## config.mk

```make
export PLATFORM = sky130hd
export DESIGN_NAME = i2c_byte_master
export DESIGN_NICKNAME = d
export VERILOG_FILES = /design/src/rtl/i2c_bm_pkg.sv /design/src/rtl/i2c_line_watch.sv /design/src/rtl/i2c_bit_engine.sv /design/src/rtl/i2c_byte_master.sv
export SDC_FILE = /design/constraint.sdc
export NUM_CORES = 1
export LEC_CHECK = 0
export ABC_CLOCK_PERIOD_IN_PS = 3400
export CAP_MARGIN = 5
export CORE_UTILIZATION = 35
export DETAILED_ROUTE_END_ITERATION = 7
export GPL_TIMING_DRIVEN = 1
export PLACE_DENSITY = 0.5
export SKIP_LAST_GASP = 1
export SLEW_MARGIN = 0
export SYNTH_ARGS = -nofsm -noshare
export SYNTH_HDL_FRONTEND = slang
export SYNTH_SLANG_ARGS = --single-unit
```

## constraint.sdc

```tcl
create_clock -name clk -period 3.4 [get_ports clk]
set_input_delay 0.68 -clock clk [delete_from_list [all_inputs] [get_ports clk]]
set_output_delay 0.68 -clock clk [all_outputs]
set_load 0.05 [all_outputs]
```

## src/rtl/i2c_bm_pkg.sv

```systemverilog
package i2c_bm_pkg;

  typedef enum logic [2:0] {BC_IDLE, BC_START, BC_STOP, BC_WR, BC_RD} bit_cmd_t;
  typedef enum logic [2:0] {BS_IDLE, BS_START, BS_DATA, BS_ACK, BS_STOP} byte_st_t;

  localparam logic [2:0] OFS_PRE_LO = 3'd0;
  localparam logic [2:0] OFS_PRE_HI = 3'd1;
  localparam logic [2:0] OFS_CTRL   = 3'd2;
  localparam logic [2:0] OFS_DATA   = 3'd3;
  localparam logic [2:0] OFS_CMD    = 3'd4;

  localparam int CMD_STA  = 7;
  localparam int CMD_STO  = 6;
  localparam int CMD_RD   = 5;
  localparam int CMD_WR   = 4;
  localparam int CMD_NACK = 3;
  localparam int CMD_IACK = 0;
  localparam int CTL_EN   = 7;
  localparam int CTL_IEN  = 6;

  localparam int PHASES = 5;

  // Levels {scl, sda} requested for one phase of one bit-level action.
  function automatic logic [1:0] line_levels(bit_cmd_t c, logic [2:0] ph, logic d);
    logic [1:0] r;
    r = 2'b11;
    case (c)
      BC_START: case (ph)
        3'd0:       r = 2'b01;
        3'd1, 3'd2: r = 2'b11;
        3'd3:       r = 2'b10;
        default:    r = 2'b00;
      endcase
      BC_STOP: case (ph)
        3'd0:       r = 2'b00;
        3'd1, 3'd2: r = 2'b10;
        default:    r = 2'b11;
      endcase
      BC_WR, BC_RD: r = {(ph != 3'd0) && (ph != 3'd4), d};
      default: r = 2'b11;
    endcase
    return r;
  endfunction

endpackage

```

## src/rtl/i2c_line_watch.sv

```systemverilog
module i2c_line_watch #(
  parameter int SYNC_STAGES = 2
) (
  input  logic clk,
  input  logic rst,
  input  logic scl_in,
  input  logic sda_in,
  output logic sda_s,
  output logic stop_det,
  output logic busy
);
  localparam int TOP = SYNC_STAGES - 1;

  logic [TOP:0] scl_ff, sda_ff;
  logic scl_p, sda_p, scl_s, start_det;

  always_ff @(posedge clk) begin
    if (rst) begin
      scl_ff <= '1;
      sda_ff <= '1;
      scl_p  <= 1'b1;
      sda_p  <= 1'b1;
    end else begin
      scl_ff <= {scl_ff[TOP-1:0], scl_in};
      sda_ff <= {sda_ff[TOP-1:0], sda_in};
      scl_p  <= scl_ff[TOP];
      sda_p  <= sda_ff[TOP];
    end
  end

  assign scl_s     = scl_ff[TOP];
  assign sda_s     = sda_ff[TOP];
  assign start_det = scl_p && scl_s && sda_p && !sda_s;
  assign stop_det  = scl_p && scl_s && !sda_p && sda_s;

  always_ff @(posedge clk) begin
    if (rst)            busy <= 1'b0;
    else if (start_det) busy <= 1'b1;
    else if (stop_det)  busy <= 1'b0;
  end

  assert_busy_set_R3: assert property (@(posedge clk) disable iff (rst)
    start_det |=> busy);
  assert_busy_clr_R6: assert property (@(posedge clk) disable iff (rst)
    stop_det |=> !busy);

endmodule

```

## src/rtl/i2c_bit_engine.sv

```systemverilog
module i2c_bit_engine
  import i2c_bm_pkg::*;
#(
  parameter int PRE_W = 16
) (
  input  logic             clk,
  input  logic             rst,
  input  logic [PRE_W-1:0] pre,
  input  logic             go,
  input  bit_cmd_t         cmd,
  input  logic             din,
  input  logic             sda_s,
  input  logic             stop_det,
  output logic             done,
  output logic             dout,
  output logic             lost,
  output logic             active,
  output logic             scl_oe,
  output logic             sda_oe
);
  localparam logic [2:0] LAST_PH = 3'(PHASES - 1);
  localparam logic [2:0] SAMP_PH = 3'd2;

  bit_cmd_t         cur;
  logic             cur_din;
  logic [2:0]       ph;
  logic [PRE_W-1:0] cnt;
  logic [1:0]       lvl;
  logic             tick, chk_high;

  assign tick     = active && (cnt == '0);
  assign chk_high = (cur == BC_START) || ((cur == BC_WR) && cur_din);
  assign lost     = active && ((tick && (ph == SAMP_PH) && chk_high && !sda_s) ||
                               (stop_det && (cur != BC_STOP)));
  assign done     = tick && (ph == LAST_PH) && !lost;

  always_ff @(posedge clk) begin
    if (rst) begin
      active  <= 1'b0;
      cur     <= BC_IDLE;
      cur_din <= 1'b1;
      ph      <= '0;
      cnt     <= '0;
      lvl     <= 2'b11;
      dout    <= 1'b1;
    end else if (lost) begin
      active <= 1'b0;
      lvl    <= 2'b11;
    end else if (go) begin
      active  <= 1'b1;
      cur     <= cmd;
      cur_din <= din;
      ph      <= '0;
      cnt     <= pre;
      lvl     <= line_levels(cmd, 3'd0, din);
    end else if (tick) begin
      cnt <= pre;
      if (ph == SAMP_PH) dout <= sda_s;
      if (ph == LAST_PH) active <= 1'b0;
      else begin
        ph  <= ph + 3'd1;
        lvl <= line_levels(cur, ph + 3'd1, cur_din);
      end
    end else if (active) begin
      cnt <= cnt - PRE_W'(1);
    end
  end

  assign scl_oe = !lvl[1];
  assign sda_oe = !lvl[0];

  assert_release_on_loss_R10: assert property (@(posedge clk) disable iff (rst)
    lost |=> (!scl_oe && !sda_oe));

endmodule

```

## src/rtl/i2c_byte_master.sv

```systemverilog
module i2c_byte_master
  import i2c_bm_pkg::*;
#(
  parameter int PRE_W       = 16,
  parameter int SYNC_STAGES = 2
) (
  input  logic       clk,
  input  logic       rst,
  input  logic [2:0] host_addr,
  input  logic [7:0] host_wdata,
  input  logic       host_we,
  output logic [7:0] host_rdata,
  output logic       irq,
  input  logic       scl_in,
  output logic       scl_oe,
  input  logic       sda_in,
  output logic       sda_oe
);
  localparam int HI_W = PRE_W - 8;

  logic [PRE_W-1:0] pre;
  logic       en, ien;
  logic [7:0] txr, rxr, sr;
  logic       pend_sta, pend_sto, pend_rd, pend_wr, pend_nack;
  logic       op_sto, op_wr, op_nack;
  byte_st_t   st;
  logic [2:0] bitcnt;
  logic       rxack, al, iflag;

  logic       sda_s, stop_det, busy;
  logic       done, dout, lost, eng_act;
  logic       go, bdin, accept, finish, wr_cmd, tip;
  bit_cmd_t   bcmd;
  logic [7:0] status;

  i2c_line_watch #(.SYNC_STAGES(SYNC_STAGES)) u_watch (
    .clk(clk), .rst(rst), .scl_in(scl_in), .sda_in(sda_in),
    .sda_s(sda_s), .stop_det(stop_det), .busy(busy));

  i2c_bit_engine #(.PRE_W(PRE_W)) u_bits (
    .clk(clk), .rst(rst), .pre(pre), .go(go), .cmd(bcmd), .din(bdin),
    .sda_s(sda_s), .stop_det(stop_det), .done(done), .dout(dout),
    .lost(lost), .active(eng_act), .scl_oe(scl_oe), .sda_oe(sda_oe));

  assign wr_cmd = host_we && (host_addr == OFS_CMD);
  assign accept = (st == BS_IDLE) && (pend_sta || pend_sto || pend_rd || pend_wr);
  assign finish = done && (((st == BS_ACK) && !op_sto) || (st == BS_STOP));
  assign tip    = (st != BS_IDLE);

  // Next bit-level action, issued in the same cycle the previous one ends.
  always_comb begin
    go   = 1'b0;
    bcmd = BC_IDLE;
    bdin = 1'b1;
    case (st)
      BS_IDLE: if (accept) begin
        go = 1'b1;
        if (pend_sta)     bcmd = BC_START;
        else if (pend_wr) begin bcmd = BC_WR; bdin = txr[7]; end
        else if (pend_rd) bcmd = BC_RD;
        else              bcmd = BC_STOP;
      end
      BS_START: if (done) begin
        go = 1'b1; bcmd = BC_WR; bdin = sr[7];
      end
      BS_DATA: if (done) begin
        go = 1'b1;
        if (bitcnt != 3'd0) begin
          bcmd = op_wr ? BC_WR : BC_RD;
          bdin = op_wr ? sr[6] : 1'b1;
        end else begin
          bcmd = op_wr ? BC_RD : BC_WR;
          bdin = op_wr ? 1'b1 : op_nack;
        end
      end
      BS_ACK: if (done && op_sto) begin
        go = 1'b1; bcmd = BC_STOP;
      end
      default: ;
    endcase
  end

  always_ff @(posedge clk) begin
    if (rst) begin
      pre <= '1; en <= 1'b0; ien <= 1'b0;
      txr <= '0; rxr <= '0; sr <= '0;
      {pend_sta, pend_sto, pend_rd, pend_wr, pend_nack} <= '0;
      {op_sto, op_wr, op_nack} <= '0;
      st <= BS_IDLE; bitcnt <= '0;
      rxack <= 1'b0; al <= 1'b0; iflag <= 1'b0; irq <= 1'b0;
    end else begin
      if (host_we) begin
        case (host_addr)
          OFS_PRE_LO: pre[7:0] <= host_wdata;
          OFS_PRE_HI: pre[PRE_W-1:8] <= host_wdata[HI_W-1:0];
          OFS_CTRL:   begin en <= host_wdata[CTL_EN]; ien <= host_wdata[CTL_IEN]; end
          OFS_DATA:   txr <= host_wdata;
          default: ;
        endcase
      end
      if (accept) {pend_sta, pend_sto, pend_rd, pend_wr, pend_nack} <= '0;
      if (wr_cmd && en) begin
        pend_sta  <= host_wdata[CMD_STA];
        pend_sto  <= host_wdata[CMD_STO];
        pend_rd   <= host_wdata[CMD_RD];
        pend_wr   <= host_wdata[CMD_WR];
        pend_nack <= host_wdata[CMD_NACK];
      end
      if (lost || finish)                   iflag <= 1'b1;
      else if (wr_cmd && host_wdata[CMD_IACK]) iflag <= 1'b0;
      if (lost)        al <= 1'b1;
      else if (accept) al <= 1'b0;
      irq <= iflag && ien;

      if (lost) st <= BS_IDLE;
      else begin
        case (st)
          BS_IDLE: if (accept) begin
            op_sto  <= pend_sto;
            op_wr   <= pend_sta || pend_wr;
            op_nack <= pend_nack;
            sr      <= txr;
            bitcnt  <= 3'd7;
            st      <= pend_sta ? BS_START : ((pend_rd || pend_wr) ? BS_DATA : BS_STOP);
          end
          BS_START: if (done) begin st <= BS_DATA; bitcnt <= 3'd7; end
          BS_DATA: if (done) begin
            sr <= {sr[6:0], dout};
            if (bitcnt == 3'd0) st <= BS_ACK;
            else bitcnt <= bitcnt - 3'd1;
          end
          BS_ACK: if (done) begin
            if (op_wr) rxack <= dout;
            else       rxr   <= sr;
            st <= op_sto ? BS_STOP : BS_IDLE;
          end
          BS_STOP: if (done) st <= BS_IDLE;
          default: st <= BS_IDLE;
        endcase
      end
    end
  end

  assign status = {rxack, busy, al, 3'b000, tip, iflag};

  always_ff @(posedge clk) begin
    if (rst) host_rdata <= '0;
    else begin
      case (host_addr)
        OFS_PRE_LO: host_rdata <= pre[7:0];
        OFS_PRE_HI: host_rdata <= 8'(pre >> 8);
        OFS_CTRL:   host_rdata <= {en, ien, 6'b000000};
        OFS_DATA:   host_rdata <= rxr;
        OFS_CMD:    host_rdata <= status;
        default:    host_rdata <= '0;
      endcase
    end
  end

  assert_iack_clears_R8: assert property (@(posedge clk) disable iff (rst)
    (wr_cmd && host_wdata[CMD_IACK] && !lost && !finish) |=> !iflag);
  assert_cmd_selfclear_R7: assert property (@(posedge clk) disable iff (rst)
    (accept && !host_we) |=> !(pend_sta || pend_sto || pend_rd || pend_wr));
  assert_tip_covers_bus_R7: assert property (@(posedge clk) disable iff (rst)
    eng_act |-> tip);

endmodule

```

==> results of run 1 <==
-- stage by stage --
stage | hold slack [ps] | instances | setup slack, ps
final | 405.8 | 846 | 451.1
after global routing | 424.4 | 846 | 220.8
after CTS | 410.9 | 845 | 344.4
after detailed placement | 398.0 | 829 | 364.7
after global placement | 402.4 | 829 | 496.2
after floorplan | 389.5 | 647 | 786.6
-- logic make-up (layout without fill, tap and decap cells) --
group | after synthesis | count (layout) | share of synthesized area [%]
AOI/OAI and AO/OA | 169 | 169 | 20.51
muxes | 22 | 22 | 4.679
and+or+nand+nor | 284 | 284 | 28.00
buffers and inverters | 58 | 73 | 4.485
DFF | 102 | 102 | 39.56
xor gates and xnor gates | 2 | 2 | 0.3395
adders and majority gates | 10 | 10 | 2.424
-- layout make-up --
class,count,area share (%)
Clock inverter,4,0.8893
Tap cell,184,3.896
Inverter,17,1.080
Sequential cell,102,34.55
Multi-Input combinational cell,487,48.93
Timing Repair Buffer,40,6.310
Clock buffer,12,4.340
-- worst max-delay path: stages, from the launching register on --
cell and delay, ps:
dfxtp_1 400, inv_1 110, ha_1 220, nor2b_1 150
and4_1 270, or4_1 690, nor4_4 670, mux2i_1 260
nor2_1 50
-- report_power, final --
group / internal, W / leakage [nW] / switching (W)
sequential: 0.00121 / 0.826 / 0.0000203
clock: 0.000615 / 0.153 / 0.000478
combinational: 0.0000755 / 1.15 / 0.000112
-- flip-flops by register name, indices dropped and copies added (netlist names), 2 cells and up --
name,cells
bitcnt,3
host_rdata,8
pre,16
rxr,8
sr,8
st,3
txr,8
u_bits.cnt,16
u_bits.cur,3
u_bits.lvl,2
u_bits.ph,3
u_watch.scl_ff,2
u_watch.sda_ff,2
-- routing by layer --
metal / track usage [%] / vias to the layer above / share of wire, %
li1: - / 2334 / -
met1: 28.40 / 2232 / 48
met2: 32.51 / 97 / 46
met3: 3.921 / 21 / 4.3
met4: 6.476 / 0 / 1.5
met5: 0 / - / 0
-- final timing paths --
| check | to | slack, ps | cells past startpoint |
|---|---|---|---|
| setup / recovery | rxr[2]$_SDFFE_PP0P_ | 450 | 8 |
| hold reg to reg | u_watch.sda_ff[1]$_SDFF_PP1_ | 410 | 1 |
| setup reg to reg | rxr[2]$_SDFFE_PP0P_ | 450 | 8 |
| hold / removal | u_watch.sda_ff[1]$_SDFF_PP1_ | 410 | 1 |
-- placed cells by master (no fill, tap or decap), types with 14 or more instances in the layout --
cell type        instances
mux2i_1                 14
nand3_1                 22
a21oi_1                 61
o21ai_0                 32
dfxtp_1                102
nor2_1                  67
inv_1                   16
nor3_1                  18
nand2_1                 85
clkdlybuf4s50_1         25
nor2b_1                 16
==> results_dict.tcl, run 1 <==
set metrics [dict create \
    status "finished clean" \
    core_um2 14480 \
    grt.total_usage_pct 20.67 \
    cts.sinks 102 \
    synth_area_um2 5161 \
    seqCellArea_um2 2042 \
    period_share_pct 86.73 \
    grt_overflow 0 \
    area_delta_synth_final_pct 14.50 \
    cts_resized 0 \
    die_area_um2 15240 \
    synth_ff_type "dfxtp_1" \
    dp_hpwl_um 10690 \
    nets 683 \
    synthTopCellsByCount "102 x dfxtp_1, 85 x nand2_1, 67 x nor2_1" \
    wirelength_um 14740 \
    synth_area_leaders "dfxtp_1 40%, nand2_1 6.2%, a21oi_1 5.9%" \
    portBuffers 26 \
    nFillCells 1494 \
    power.total_w 0.002515 \
    powerDensity_nw_per_um2 425.6 \
    dpl_cell_area_um2 5593 \
    tritoncts "done" \
    worst_pin_slew_ps 952.2 \
    yosys.cell_types.count 56 \
    hold_viol 0 \
    final_util_pct 40.81 \
    multi_input_area_um2 2892 \
    rows 44 \
    ys_warn_count 0 \
    clk_latency_ps 360 \
    async_reset_ff_share_pct 0 \
    grt_setup_unrepaired "false" \
    synth_top_area_share_pct 39.56 \
    post_drt_via_cell_ratio 5.537 \
    drc 0 \
    diodes 0 \
    final_cell_area_um2 5909 \
    grt_max_degree 65 \
    yosysSeqAreaShare_pct 39.56 \
    wl_per_cell_um 17.42 \
    setup_tns_ps 0 \
    ys_seq_elements 102 \
    grt_pass1_vias 4376 \
    die_w_um 123.4 \
    syn_inst 647 \
    numCtsBuffers 9 \
    clk_pin_slew_ps 70 \
    grt_pass1_wl_um 23540 \
    slew-limit-headroom_pct 36.51 \
    synth-edff-count 0 \
    clock_skew_ps 7.837 \
    first_pass_iters 4 \
    synth_top_area_cell "dfxtp_1" \
    hp-start "u_watch.sda_ff[0]$_SDFF_PP1_" \
    critPathMaxFanout 8 \
    critPathArrivalTime_ps 3190 \
    dieHeight_um 123.4 \
    slew_violations 0 \
    cts.hold.buffers_added 0 \
    place.gp.congestion 0.8335 \
    maxCapViolCount 0 \
    cts_root_buffer "clkbuf_16" \
    post_cts_buffers 0 \
    synth_nets 673 \
    required_ps 3640 \
    start_util_pct 35.65 \
    drt_iter0_drc 268 \
    cts_buffer_depth 2 \
    cp-start-kind "flop" \
    setup-violations-final 0 \
    peakVddDrop_uv 233.4 \
    syn_area_per_cell_um2 7.977 \
    hold_path_class "flop to flop" \
    grt_antenna_before_repair 0 \
    drtAntennaViolNets 0 \
    fmax_ghz 0.3391 \
    p_leak_nw 2.134 \
    crit_type "flop to flop" \
    fin_crit_ps 2949 \
    critical_path.startpoint "u_bits.ph[0]$_SDFFE_PP0P_" \
    layout-drive-gt1-share_pct 7.402 \
    cts.htree.levels 3 \
    worstReg2RegStart "u_bits.ph[0]$_SDFFE_PP0P_" \
    vias 4684 \
    yosysMostFrequentCell "dfxtp_1" \
    pin_count 27 \
    end_kind "flop" \
]
No activity file was read; power rests on OpenSTA's default activity.
==> run 2: changes to the inputs <==
--- a/config.mk
+++ b/config.mk
@@ -16,3 +16,4 @@
 export SYNTH_ARGS = -nofsm -noshare
 export SYNTH_HDL_FRONTEND = slang
 export SYNTH_SLANG_ARGS = --single-unit
+export TNS_END_PERCENT = 1
==> results of run 2 <==
Same layout as run 1: the final DEF is identical, and so are final timing and power.
